`src/rtl/sdram_pwr_pkg.sv`:
```
package sdram_pwr_pkg;
  localparam int unsigned CFG_W  = 32;
  localparam int unsigned IDLE_W = 16;
  localparam logic [CFG_W-1:0] CFG_RST  = 32'h0000_0085;
  localparam logic [CFG_W-1:0] CFG_MASK = 32'h04FF_FFFD;

  typedef enum logic [1:0] {
    MODE_OFF  = 2'd0,
    MODE_GATE = 2'd1,
    MODE_SRF  = 2'd2
  } auto_mode_e;

  typedef enum logic [1:0] {
    ST_ACTIVE,
    ST_GATED,
    ST_SRF,
    ST_WAKE
  } pwr_state_e;

  typedef struct packed {
    logic              wake_dll;
    logic [IDLE_W-1:0] idle_cnt;
    logic              srf_on_rst;
    logic              srf_on_idle;
    auto_mode_e        mode;
    logic              ext_clk_dis;
    logic              pwd_en;
  } cfg_t;

  function automatic cfg_t cfg_decode(input logic [CFG_W-1:0] w);
    cfg_t c;
    c.wake_dll    = w[26];
    c.idle_cnt    = w[23:8];
    c.srf_on_rst  = w[7];
    c.srf_on_idle = w[6];
    // reserved encoding 3 falls back to no automatic action
    c.mode        = (w[5:4] == 2'd3) ? MODE_OFF : auto_mode_e'(w[5:4]);
    c.ext_clk_dis = w[3];
    c.pwd_en      = w[2];
    return c;
  endfunction
endpackage

```
`src/rtl/spm_cfg_reg.sv`:
```
module spm_cfg_reg
  import sdram_pwr_pkg::*;
(
  input  logic             clk_i,
  input  logic             rst_ni,
  input  logic             we_i,
  input  logic [CFG_W-1:0] wdata_i,
  output logic [CFG_W-1:0] word_o
);
  logic [CFG_W-1:0] word_q;

  always_ff @(posedge clk_i or negedge rst_ni) begin
    if (!rst_ni)   word_q <= CFG_RST;
    else if (we_i) word_q <= wdata_i & CFG_MASK;
  end

  assign word_o = word_q;
endmodule

```
`src/rtl/spm_idle_timer.sv`:
```
module spm_idle_timer
  import sdram_pwr_pkg::*;
#(
  parameter int unsigned W = IDLE_W
) (
  input  logic         clk_i,
  input  logic         rst_ni,
  input  logic         enable_i,
  input  logic         busy_i,
  input  auto_mode_e   mode_i,
  input  logic [W-1:0] load_i,
  output logic         fire_o
);
  logic [W-1:0] cnt_q;
  auto_mode_e   mode_q;
  logic         reload;

  assign reload = busy_i || !enable_i || (mode_i != mode_q);

  always_ff @(posedge clk_i or negedge rst_ni) begin
    if (!rst_ni) begin
      cnt_q  <= '0;
      mode_q <= MODE_OFF;
    end else begin
      mode_q <= mode_i;
      if (reload)          cnt_q <= load_i;
      else if (cnt_q != 0) cnt_q <= cnt_q - 1'b1;
    end
  end

  assign fire_o = !reload && (cnt_q == '0);
endmodule

```
`src/rtl/spm_wake_stall.sv`:
```
module spm_wake_stall #(
  parameter int unsigned STALL_CYCLES = 500
) (
  input  logic clk_i,
  input  logic rst_ni,
  input  logic in_wake_i,
  input  logic use_dll_i,
  input  logic dll_lock_i,
  output logic done_o
);
  localparam int unsigned CW = $clog2(STALL_CYCLES + 1);
  localparam logic [CW-1:0] LAST = CW'(STALL_CYCLES - 1);

  logic [CW-1:0] cnt_q;

  always_ff @(posedge clk_i or negedge rst_ni) begin
    if (!rst_ni)                      cnt_q <= '0;
    else if (!in_wake_i)              cnt_q <= '0;
    else if (cnt_q != LAST)           cnt_q <= cnt_q + 1'b1;
  end

  assign done_o = in_wake_i && (use_dll_i ? dll_lock_i : (cnt_q == LAST));
endmodule

```
`src/rtl/spm_pwr_fsm.sv`:
```
module spm_pwr_fsm
  import sdram_pwr_pkg::*;
(
  input  logic       clk_i,
  input  logic       rst_ni,
  input  cfg_t       cfg_i,
  input  logic       req_pending_i,
  input  logic       warm_rst_req_i,
  input  logic       idle_req_i,
  input  logic       idle_fire_i,
  input  logic       stall_done_i,
  output pwr_state_e state_o,
  output logic       req_grant_o,
  output logic       idle_ack_o,
  output logic       cke_o,
  output logic       ext_clk_en_o,
  output logic       int_clk_en_o,
  output logic       srf_enter_o,
  output logic       srf_exit_o
);
  pwr_state_e state_q, state_d;
  logic       srf_trig, enter_q, exit_q;

  assign srf_trig = (warm_rst_req_i && cfg_i.srf_on_rst) ||
                    (idle_req_i && cfg_i.srf_on_idle);

  always_comb begin
    state_d = state_q;
    unique case (state_q)
      ST_ACTIVE: begin
        if (srf_trig) state_d = ST_SRF;
        else if (idle_fire_i && cfg_i.mode == MODE_GATE) state_d = ST_GATED;
        else if (idle_fire_i && cfg_i.mode == MODE_SRF)  state_d = ST_SRF;
      end
      ST_GATED: begin
        if (srf_trig)           state_d = ST_SRF;
        else if (req_pending_i) state_d = ST_WAKE;
      end
      ST_SRF:  if (req_pending_i && !srf_trig) state_d = ST_WAKE;
      ST_WAKE: if (stall_done_i) state_d = ST_ACTIVE;
      default: state_d = ST_ACTIVE;
    endcase
  end

  always_ff @(posedge clk_i or negedge rst_ni) begin
    if (!rst_ni) begin
      state_q <= ST_ACTIVE;
      enter_q <= 1'b0;
      exit_q  <= 1'b0;
    end else begin
      state_q <= state_d;
      enter_q <= (state_d == ST_SRF) && (state_q != ST_SRF);
      exit_q  <= (state_q == ST_SRF) && (state_d == ST_WAKE);
    end
  end

  assign state_o      = state_q;
  assign req_grant_o  = (state_q == ST_ACTIVE) && req_pending_i;
  assign idle_ack_o   = (state_q == ST_SRF) && idle_req_i;
  assign cke_o        = !((state_q == ST_SRF) ||
                          ((state_q == ST_GATED) && cfg_i.pwd_en));
  assign ext_clk_en_o = !cfg_i.ext_clk_dis && (state_q != ST_SRF);
  assign int_clk_en_o = (state_q == ST_ACTIVE) || (state_q == ST_WAKE);
  assign srf_enter_o  = enter_q;
  assign srf_exit_o   = exit_q;
endmodule

```
`src/rtl/sdram_pwr_mgr.sv`:
```
module sdram_pwr_mgr
  import sdram_pwr_pkg::*;
#(
  parameter int unsigned STALL_CYCLES = 500
) (
  input  logic        clk_i,
  input  logic        rst_ni,
  input  logic        cfg_we_i,
  input  logic [31:0] cfg_wdata_i,
  output logic [31:0] cfg_o,
  input  logic        req_pending_i,
  output logic        req_grant_o,
  input  logic        warm_rst_req_i,
  input  logic        idle_req_i,
  output logic        idle_ack_o,
  input  logic        dll_lock_i,
  output logic        cke_o,
  output logic        ext_clk_en_o,
  output logic        int_clk_en_o,
  output logic        srf_enter_o,
  output logic        srf_exit_o
);
  logic [CFG_W-1:0] cfg_word;
  cfg_t             cfg;
  pwr_state_e       state;
  logic             idle_fire, stall_done;

  spm_cfg_reg u_cfg (
    .clk_i, .rst_ni, .we_i(cfg_we_i), .wdata_i(cfg_wdata_i), .word_o(cfg_word)
  );

  assign cfg   = cfg_decode(cfg_word);
  assign cfg_o = cfg_word;

  spm_idle_timer #(.W(IDLE_W)) u_timer (
    .clk_i, .rst_ni,
    .enable_i ((state == ST_ACTIVE) && (cfg.mode != MODE_OFF)),
    .busy_i   (req_pending_i),
    .mode_i   (cfg.mode),
    .load_i   (cfg.idle_cnt),
    .fire_o   (idle_fire)
  );

  spm_wake_stall #(.STALL_CYCLES(STALL_CYCLES)) u_stall (
    .clk_i, .rst_ni,
    .in_wake_i (state == ST_WAKE),
    .use_dll_i (cfg.wake_dll),
    .dll_lock_i,
    .done_o    (stall_done)
  );

  spm_pwr_fsm u_fsm (
    .clk_i, .rst_ni,
    .cfg_i         (cfg),
    .req_pending_i,
    .warm_rst_req_i,
    .idle_req_i,
    .idle_fire_i   (idle_fire),
    .stall_done_i  (stall_done),
    .state_o       (state),
    .req_grant_o,
    .idle_ack_o,
    .cke_o,
    .ext_clk_en_o,
    .int_clk_en_o,
    .srf_enter_o,
    .srf_exit_o
  );
endmodule

```
`config.mk`:
```
export PLATFORM = sky130hd
export DESIGN_NAME = sdram_pwr_mgr
export DESIGN_NICKNAME = d
export VERILOG_FILES = /design/src/rtl/sdram_pwr_pkg.sv /design/src/rtl/spm_cfg_reg.sv /design/src/rtl/spm_idle_timer.sv /design/src/rtl/spm_wake_stall.sv /design/src/rtl/spm_pwr_fsm.sv /design/src/rtl/sdram_pwr_mgr.sv
export SDC_FILE = /design/constraint.sdc
export NUM_CORES = 1
export LEC_CHECK = 0
export ABC_AREA = 1
export BUFFER_PORTS_ARGS = -buffer_cell sky130_fd_sc_hd__clkbuf_2
export CAP_MARGIN = 40
export CORE_ASPECT_RATIO = 0.5
export CORE_MARGIN = 2
export CORE_UTILIZATION = 54
export DETAILED_ROUTE_END_ITERATION = 10
export PLACE_DENSITY = 0.81
export REMOVE_ABC_BUFFERS = 1
export SLEW_MARGIN = 20
export SYNTH_ARGS = -nofsm -noshare
export SYNTH_HDL_FRONTEND = slang
export SYNTH_SLANG_ARGS = --single-unit
```
`constraint.sdc`:
```
create_clock -name clk_i -period 2.32 [get_ports clk_i]
set_clock_uncertainty 0.05 [all_clocks]
set_input_delay 0.464 -clock clk_i [delete_from_list [all_inputs] [get_ports clk_i]]
set_output_delay 0.464 -clock clk_i [all_outputs]
set_load 0.01 [all_outputs]
```
Word level (Yosys, flattened, before mapping)
Index checks and enable logic that the tools add are counted.
{"block": "classes", "n_eq_ne": 13, "add_sub_neg": 2, "n_reduce_logical": 29, "muxes": 14}
{"cell": "two-way mux 16 bit", "count": 2}
{"cell": "two-way mux 9 bit", "count": 2}
{"cell": "zero test 16 bit", "count": 1}
{"cell": "two-way mux 2 bit", "count": 8}
{"cell": "nonzero test 16 bit", "count": 1}
{"cell": "subtractor 16 x 1 -> 16 bit (second input constant)", "count": 1}
{"cell": "logical AND 1 bit", "count": 14}
{"cell": "equality test 2 bit (second input constant)", "count": 6}
{"cell": "adder 9 x 1 -> 9 bit (second input constant)", "count": 1}
{"cell": "equality test 9 bit (second input constant)", "count": 1}
{"cell": "inequality test 9 bit (second input constant)", "count": 1}
{"cell": "one-hot mux 2 bit (4 select lines)", "count": 1}
{"cell": "zero test 1 bit", "count": 5}
{"cell": "logical OR 1 bit", "count": 5}
{"cell": "equality test 2 x 1 -> 1 bit (second input constant)", "count": 2}
{"cell": "inequality test 2 bit (second input constant)", "count": 2}
{"cell": "nonzero test 2 bit", "count": 2}
{"cell": "zero test 2 bit", "count": 1}
{"cell": "inequality test 2 bit", "count": 1}
{"cell": "two-way mux 1 bit", "count": 1}
{"block": "word_totals", "regBits": 55, "inputBits": 39, "wordCells": 65, "output_inout_bits": 39}

Longest topological paths before layout
Gate-level depths: netlist (run 1).
{"block": "logic_depth", "word_depth": 16, "mapped_depth": 13, "mapped_depth_nobuf": 13}

By module
A second synthesis (run 1) with hierarchy kept.
{"block": "hier_totals", "hier_cells": 440, "area_unflattened_um2": 3264.4}
{"mod": "spm_idle_timer", "cells_each": 196, "area_each_um2": 1283.7, "n_inst": 1}
{"mod": "spm_cfg_reg", "cells_each": 111, "area_each_um2": 1042.2, "n_inst": 1}
{"mod": "spm_wake_stall", "cells_each": 66, "area_each_um2": 508.0, "n_inst": 1}
{"mod": "spm_pwr_fsm", "cells_each": 57, "area_each_um2": 372.9, "n_inst": 1}
{"mod": "sdram_pwr_mgr", "cells_each": 10, "area_each_um2": 57.6, "n_inst": 1}

Worst setup path after synthesis (run 1)
No wires, ideal clock.
{"block": "synth_path", "kind": "register -> register", "start": "register u_cfg.word_q[4] (netlist: u_cfg.word_o[4])", "end": "register u_timer.cnt_q[13]", "stages_incl_launch_ff": 11, "path_slack_ns": 0.638, "required_time_ns": 2.157, "t_arrival_ns": 1.519, "setup_ns": 0.113, "path_buffers": 2, "path_cell_list": "dfrtp_1 -> inv_1 -> ha_1 -> nor2_2 -> nand2_2 -> nor2_4 -> buf_6 -> buf_6 -> nand3_1 -> nand2_1 -> inv_1"}
{"block": "synth_via", "elab_chain_cells": 8, "elab_cells_between_ends": 10}
{"element": "from (decl)", "line": "spm_cfg_reg.sv:10", "rtl": "logic [CFG_W-1:0] word_q;"}
{"element": "from (signal assigned)", "line": "spm_cfg_reg.sv:14", "rtl": "else if (we_i) word_q <= wdata_i & CFG_MASK;"}
{"element": "equality test 2 bit", "line": "sdram_pwr_pkg.sv:37", "rtl": "c.mode = (w[5:4] == 2'd3) ? MODE_OFF : auto_mode_e'(w[5:4]);"}
{"element": "two-way mux 2 bit (*)", "line": "sdram_pwr_pkg.sv:37"}
{"element": "nonzero test 2 bit", "line": "sdram_pwr_mgr.sv:37", "rtl": ".enable_i ((state == ST_ACTIVE) && (cfg.mode != MODE_OFF)),"}
{"element": "logical AND 1 bit", "line": "sdram_pwr_mgr.sv:37"}
{"element": "zero test 1 bit", "line": "spm_idle_timer.sv:18", "rtl": "assign reload = busy_i || !enable_i || (mode_i != mode_q);"}
{"element": "logical OR 1 bit", "line": "spm_idle_timer.sv:18"}
{"element": "logical OR 1 bit (*)", "line": "spm_idle_timer.sv:18"}
{"element": "two-way mux 16 bit or nonzero test 2 bit (tied branches)"}
{"element": "to (signal assigned)", "line": "spm_idle_timer.sv:26", "rtl": "if (reload) cnt_q <= load_i;"}
{"element": "to (signal assigned)", "line": "spm_idle_timer.sv:27", "rtl": "else if (cnt_q != 0) cnt_q <= cnt_q - 1'b1;"}
{"element": "to (decl)", "line": "spm_idle_timer.sv:14", "rtl": "logic [W-1:0] cnt_q;"}
Every way passes the cells marked *; elsewhere a longest branch is shown, timed or not.
A chain may end at the register's enable or synchronous reset.

Worst setup path in the final report (run 1)
{"block": "layout_path", "start": "register u_fsm.state_q[1] (netlist: u_fsm.state_o[1])", "end": "register u_timer.cnt_q[14]"}
{"block": "layout_via", "elab_chain_cells": 6, "elab_cells_between_ends": 7}
{"element": "from (decl)", "line": "spm_pwr_fsm.sv:21", "rtl": "pwr_state_e state_q, state_d;"}
{"element": "from (signal assigned)", "line": "spm_pwr_fsm.sv:51", "rtl": "state_q <= state_d;"}
{"element": "zero test 2 bit (*)", "line": "sdram_pwr_mgr.sv:37"}
{"element": "logical AND 1 bit (*)", "line": "sdram_pwr_mgr.sv:37"}
{"element": "zero test 1 bit (*)", "line": "spm_idle_timer.sv:18"}
{"element": "logical OR 1 bit (*) (2 in series)", "line": "spm_idle_timer.sv:18"}
{"element": "two-way mux 16 bit or nonzero test 2 bit (tied branches)"}
Marks and branches as above.

==> results of run 1 <==
cell type report:
cell class | instances | area, sq um
clock inverters | 2 | 35.0
multi-input cells | 228 | 1370
clock buffers | 6 | 139
fillers | 478 | 2060
well taps | 73 | 91.3
flip-flops and latches | 55 | 1380
inverters | 54 | 205
repair buffers | 64 | 328
through the flow:
| step | power, mW | setup slack [ps] | hold slack [ps] | instance area [sq um] | cells |
|---|---|---|---|---|---|
| 6_report | 2.90 | 304 | 248 | 3550 | 482 |
| 3_3_place_gp | 2.03 | 430 | 439 | 3380 | 474 |
| 5_1_grt | 3.09 | 75.0 | 319 | 3550 | 482 |
| 4_1_cts | 2.93 | 282 | 282 | 3550 | 482 |
| 3_5_place_dp | 2.05 | 349 | 443 | 3380 | 474 |
| 2_1_floorplan | 1.76 | 338 | 118 | 2960 | 337 |
power by group:
part / internal [mW] / switching [mW] / total [mW]
logic: 0.326 / 0.533 / 0.860
registers: 1.09 / 0.0992 / 1.18
clock network: 0.537 / 0.324 / 0.861
layer usage:
metal,track usage,vias to the layer above
met5,0,-
met4,0.0610,0
met3,0.0350,11
met2,0.364,38
met1,0.245,1181
li1,-,1220
worst max-delay path, delay by kind of cell, from the launching register on:
| family | cells | cell delay [ps] |
|---|---|---|
| buffers and inverters | 3 | 410 |
| AND/OR/NAND/NOR | 5 | 670 |
| AO/OA/AOI/OAI | 2 | 170 |
| adder cells (fa/ha/maj) | 1 | 190 |
| flip-flops | 1 | 410 |
sequential cells by signal, summed over array words and instances (netlist names):
register           flops
u_cfg.word_o          24
u_fsm.srf_enter_o      1
u_fsm.srf_exit_o       1
u_fsm.state_o          2
u_stall.cnt_q          9
u_timer.cnt_q         16
u_timer.mode_q         2
cells by family (layout without fill, tap and decap cells):
family	Yosys count	count (layout)
muxes	14	14
adders and majority gates	11	11
xor gates and xnor gates	12	12
buffers and inverters	91	126
DFF	55	55
AOI/OAI and AO/OA	61	61
and+or+nand+nor	122	122
other	1	8
layout by cell type (no fill, tap or decap), types with 12 or more instances in the layout:
master    netlist  routed
mux2_2         14      14
nand2_1        53      53
xor2_1         12      12
o21ai_1        14      14
a21oi_1        18      18
dfrtp_1        52      52
nor2_1         26      26
o21ai_0        18      18
inv_1          42      42
clkbuf_2        0      61
path summary, 6_finish.rpt:
check                                                   from                             to  slack [ps]  cells after the start
worst max-delay path              u_fsm.state_o[1]$_DFF_PN0_  u_timer.cnt_q[14]$_DFFE_PN0P_         300                     11
worst min-delay path                                  rst_ni   u_cfg.word_o[26]$_DFFE_PN0P_         250                      2
worst max register to register    u_fsm.state_o[1]$_DFF_PN0_  u_timer.cnt_q[14]$_DFFE_PN0P_         300                     11
worst min register to register  u_stall.cnt_q[1]$_DFFE_PN0P_   u_stall.cnt_q[1]$_DFFE_PN0P_         460                      2
max in group asynchronous                             rst_ni  u_timer.cnt_q[14]$_DFFE_PN0P_        1520                      2
min in group clk_i                           cfg_wdata_i[21]   u_cfg.word_o[21]$_DFFE_PN0P_         330                      3
==> results.toml, run 1 <==
[sta]
fin_crit_ps = 2020
fin_tns_setup_ps = 0
maxSlewViolCount = 0
final_hold_viol_count = 0
clock.fmax_mhz = 496
setup_viol = 0
slew_headroom = 0.544
worstMarginPinSlew_ps = 685
rsz0062_at_grt = "no"
fin_crit_sh = 0.869

[grt]
antenna_found_initial = 0
grt_pass1_vias = 2350
grt_util_all_layers = 0.198
globalRoute.totalOverflow = 0
grt_max_degree = 56
grt_pass1_wl_um = 10400

[layout]
final_layout_size_suffix_gt1_frac = 0.308
fin_nets = 458
diodes = 0
finalCoreUtilization = 0.633
synthToLayoutAreaGrowth_pct = 10.7

[drt]
wl_met2_um = 3190
postRouteAntennaNets = 0
drtIter0Drc = 82
route.vias.total = 2450
wl_met1_um = 2690
route.detailed.drc = 3
top_layer_used = "met4"
drt_pass1_iterations = 7
wl_um = 6150
met3_length_um = 174
wire_per_inst_um = 12.8
via_per_inst = 5.08

[status]
status = "finished with violations"
violations = "DRC"

[clock_network]
hold_buffers = 0
clockBufferDepth = 2
cts.sinks = 55
cts.root.buffer_cell = "clkbuf_16"
cts_tree = "yes"
post_cts_resized = 0
clk_latency_ps = 290
numCtsBuffers = 5
h-tree-depth = 2
clkTransAtPathRegs_ps = 70
cts_setup_buffers = 0

[power_and_ir_drop]
powerDensity_nw_per_um2 = 818
leakagePower_nw = 1.80
irDropWorstVdd_v = 0.000516

[logic_synthesis]
ys.flop_type = "dfrtp_1"
synth_top_area_frac = 0.406
synth-simple-area-share = 0.186
synthDistinctLibCells = 36
synth_edf_count = 0
yosysSeqAreaShare = 0.430
synth-adder-area-share = 0.0429
syn_area_sq_um = 3210
yosys.area.top_type = "dfrtp_1"
synthTopCellsByArea = "dfrtp_1, buf_4, nand2_1, inv_1, mux2_2"
synth_top_family_by_area = "simple AND/OR/NAND/NOR gates"
synthTopCellsByCount = "nand2_1, dfrtp_1, inv_1, buf_4, nor2_1"
synth-async-reset-ratio = 1.00
synth-compound-area-share = 0.108
synth-seq-cells = 55
synthMuxAreaShare = 0.0492
yosysMostFrequentCell = "nand2_1"
synth_cells = 367
synth-xor-area-share = 0.0328
avgSynthCellArea_sq_um = 8.74
ys_warn_count = 0

[flow_run]
cap_violations = 0

[setup_path]
required_ps = 2440
worstPathArrival_ps = 2140
cp_max_fo = 12
crit_path_start_kind = "register"
path_class = "register to register"
critPathMaxStageDelay_ps = 410
path_cells = "inv_1 > ha_1 > nand2_1 > nor2_2 > nand2_2 > nor2_4 > nand2_2 > inv_2 > a21oi_1 > o21ai_1 > inv_1"
cp_slowest_cell = "dfrtp_1"
cp-end-kind = "register"

[die]
initial_core_util = 0.572
fp.dieArea_sq_um = 6610
coreArea_sq_um = 5610
pin_count = 78
row_count = 19
fp.dieH_um = 58.5
die_x_um = 113

[placed_design]
place_congestion = 0.870
port_buffers = 61
dp_hpwl_um = 4430

[hold_path]
hp-class = "input port to asynchronous set/reset pin"
(Power assumes the default switching activity.)
==> run 2, diff against run 1 <==
--- a/config.mk
+++ b/config.mk
@@ -10,9 +10,9 @@
 export CAP_MARGIN = 40
 export CORE_ASPECT_RATIO = 0.5
 export CORE_MARGIN = 2
-export CORE_UTILIZATION = 54
+export CORE_UTILIZATION = 45
 export DETAILED_ROUTE_END_ITERATION = 10
-export PLACE_DENSITY = 0.81
+export PLACE_DENSITY = 0.69
 export REMOVE_ABC_BUFFERS = 1
 export SLEW_MARGIN = 20
 export SYNTH_ARGS = -nofsm -noshare
==> results.toml, run 2 (same netlist as run 1, synthesis figures left out) <==
[grt]
grt_max_degree = 22
antenna_found_initial = 0
grt_pass1_wl_um = 9910
grt_util_all_layers = 0.158
globalRoute.totalOverflow = 0
grt_pass1_vias = 2259

[layout]
synthToLayoutAreaGrowth_pct = 10.9
final_common_cell = "clkbuf_2"
regArea_sq_um = 1380
fin_nets = 459
multiInputGateArea_sq_um = 1370
layout_common_cells = "clkbuf_2, nand2_1, dfrtp_1"
fillers = 699
final_layout_size_suffix_gt1_frac = 0.307
diodes = 0
largest_register_ffs = 24

[setup_path]
cp.depth = 11
path_cells = "inv_1 > ha_1 > nand2_1 > nor2_2 > nand2_2 > nor2_4 > nand2_2 > inv_2 > a21oi_1 > o21ai_1 > inv_1"
worstPathArrival_ps = 2130
rr_worst_depth = 11
cp_slowest_cell = "dfrtp_1"
path_class = "register to register"
critPathTopFamily = "simple AND/OR/NAND/NOR gates"
cp_max_fo = 12
crit_buf_inv = 3
cp-end-kind = "register"
crit_path_start_kind = "register"
critPathMaxStageDelay_ps = 420
required_ps = 2450

[sta]
worstMarginPinSlew_ps = 513
maxSlewViolCount = 0
final_hold_viol_count = 0
fin_crit_ps = 2000
fin_tns_setup_ps = 0
slew_headroom = 0.658
rsz0062_at_grt = "no"
clock.fmax_mhz = 500
finalWorstSetupSlack_ps = 321
fin_crit_sh = 0.862
setup_viol = 0

[power_and_ir_drop]
powerDensity_nw_per_um2 = 781
irDropWorstVdd_v = 0.000373
leakagePower_nw = 1.79

[clock_network]
cts.sinks = 55
clkTransAtPathRegs_ps = 70
clk_latency_ps = 290
hold_buffers = 0
cts.root.buffer_cell = "clkbuf_16"
numCtsBuffers = 5
post_cts_resized = 0
cts_tree = "yes"
h-tree-depth = 2
clockBufferDepth = 2
cts_setup_buffers = 0

[drt]
route.detailed.drc = 0
route.vias.total = 2381
via_per_inst = 4.74
drtIter0Drc = 82
wire_per_inst_um = 11.3
postRouteAntennaNets = 0
wl_um = 5690
drt_pass1_iterations = 4

[placed_design]
pre_cts_ws_ps = 317
place_congestion = 0.806
port_buffers = 61
dp_hpwl_um = 4410

[flow_run]
cap_violations = 0

[die]
row_count = 21
pin_count = 78
fp.dieArea_sq_um = 7860
die_x_um = 123
coreArea_sq_um = 6780
fp.dieH_um = 63.7
initial_core_util = 0.473

[status]
status = "finished, final reports clean"

[hold_path]
hp-class = "input port to asynchronous set/reset pin"
[run 2: per-layer routing]
metal	vias up	routed length, um	global-route usage
met2	44	2700	0.264
met1	1115	2720	0.211
met3	5	213	0.0308
li1	1217	-	-
met5	-	0	0
met4	0	51	0.0384
[run 2: through the flow]
stage          hold WS, ps  instance area (sq um)  instances  utilization  total power [mW]
6_report              79.4                   3560        502        0.525              2.78
4_1_cts                103                   3560        502        0.525              2.80
2_1_floorplan          118                   2960        337            -              1.76
5_1_grt                123                   3560        502        0.525              2.98
3_3_place_gp           417                   3410        494        0.503              2.03
3_5_place_dp           412                   3410        494        0.503              2.05
[run 2: area by class of cell]
| class | count | share of cell area |
|---|---|---|
| sequential | 55 | 0.388 |
| multi-input combinational | 228 | 0.386 |
| timing repair buffer | 65 | 0.0943 |
| inverter | 54 | 0.0577 |
| clock buffer | 7 | 0.0401 |
| tap | 92 | 0.0324 |
| clock inverter | 1 | 0.00141 |
[run 2: path summary, 6_finish.rpt]
path                       slack, ps                    startpoint                             to
max reg2reg                      320    u_fsm.state_o[1]$_DFF_PN0_  u_timer.cnt_q[14]$_DFFE_PN0P_
min                               80                        rst_ni   u_stall.cnt_q[8]$_DFFE_PN0P_
max                              320    u_fsm.state_o[1]$_DFF_PN0_  u_timer.cnt_q[14]$_DFFE_PN0P_
min in group clk_i               330               cfg_wdata_i[20]   u_cfg.word_o[20]$_DFFE_PN0P_
min reg2reg                      470  u_stall.cnt_q[1]$_DFFE_PN0P_   u_stall.cnt_q[1]$_DFFE_PN0P_
max in group asynchronous       1530                        rst_ni  u_timer.cnt_q[11]$_DFFE_PN0P_
[run 2: worst register-to-register path: stages (launching register included)]
cell and delay (ps):
dfrtp_1 420, inv_1 150, ha_1 190, nand2_1 70, nor2_2 90, nand2_2 70, nor2_4 230, nand2_2 250
inv_2 190, a21oi_1 50, o21ai_1 80, inv_1 50
[run 2: where the power goes]
group	internal [mW]	leakage (nW)	switching, mW
registers	1.09	0.673	0.0970
logic	0.325	1.04	0.510
clock network	0.429	0.0739	0.330
total	1.84	1.79	0.937
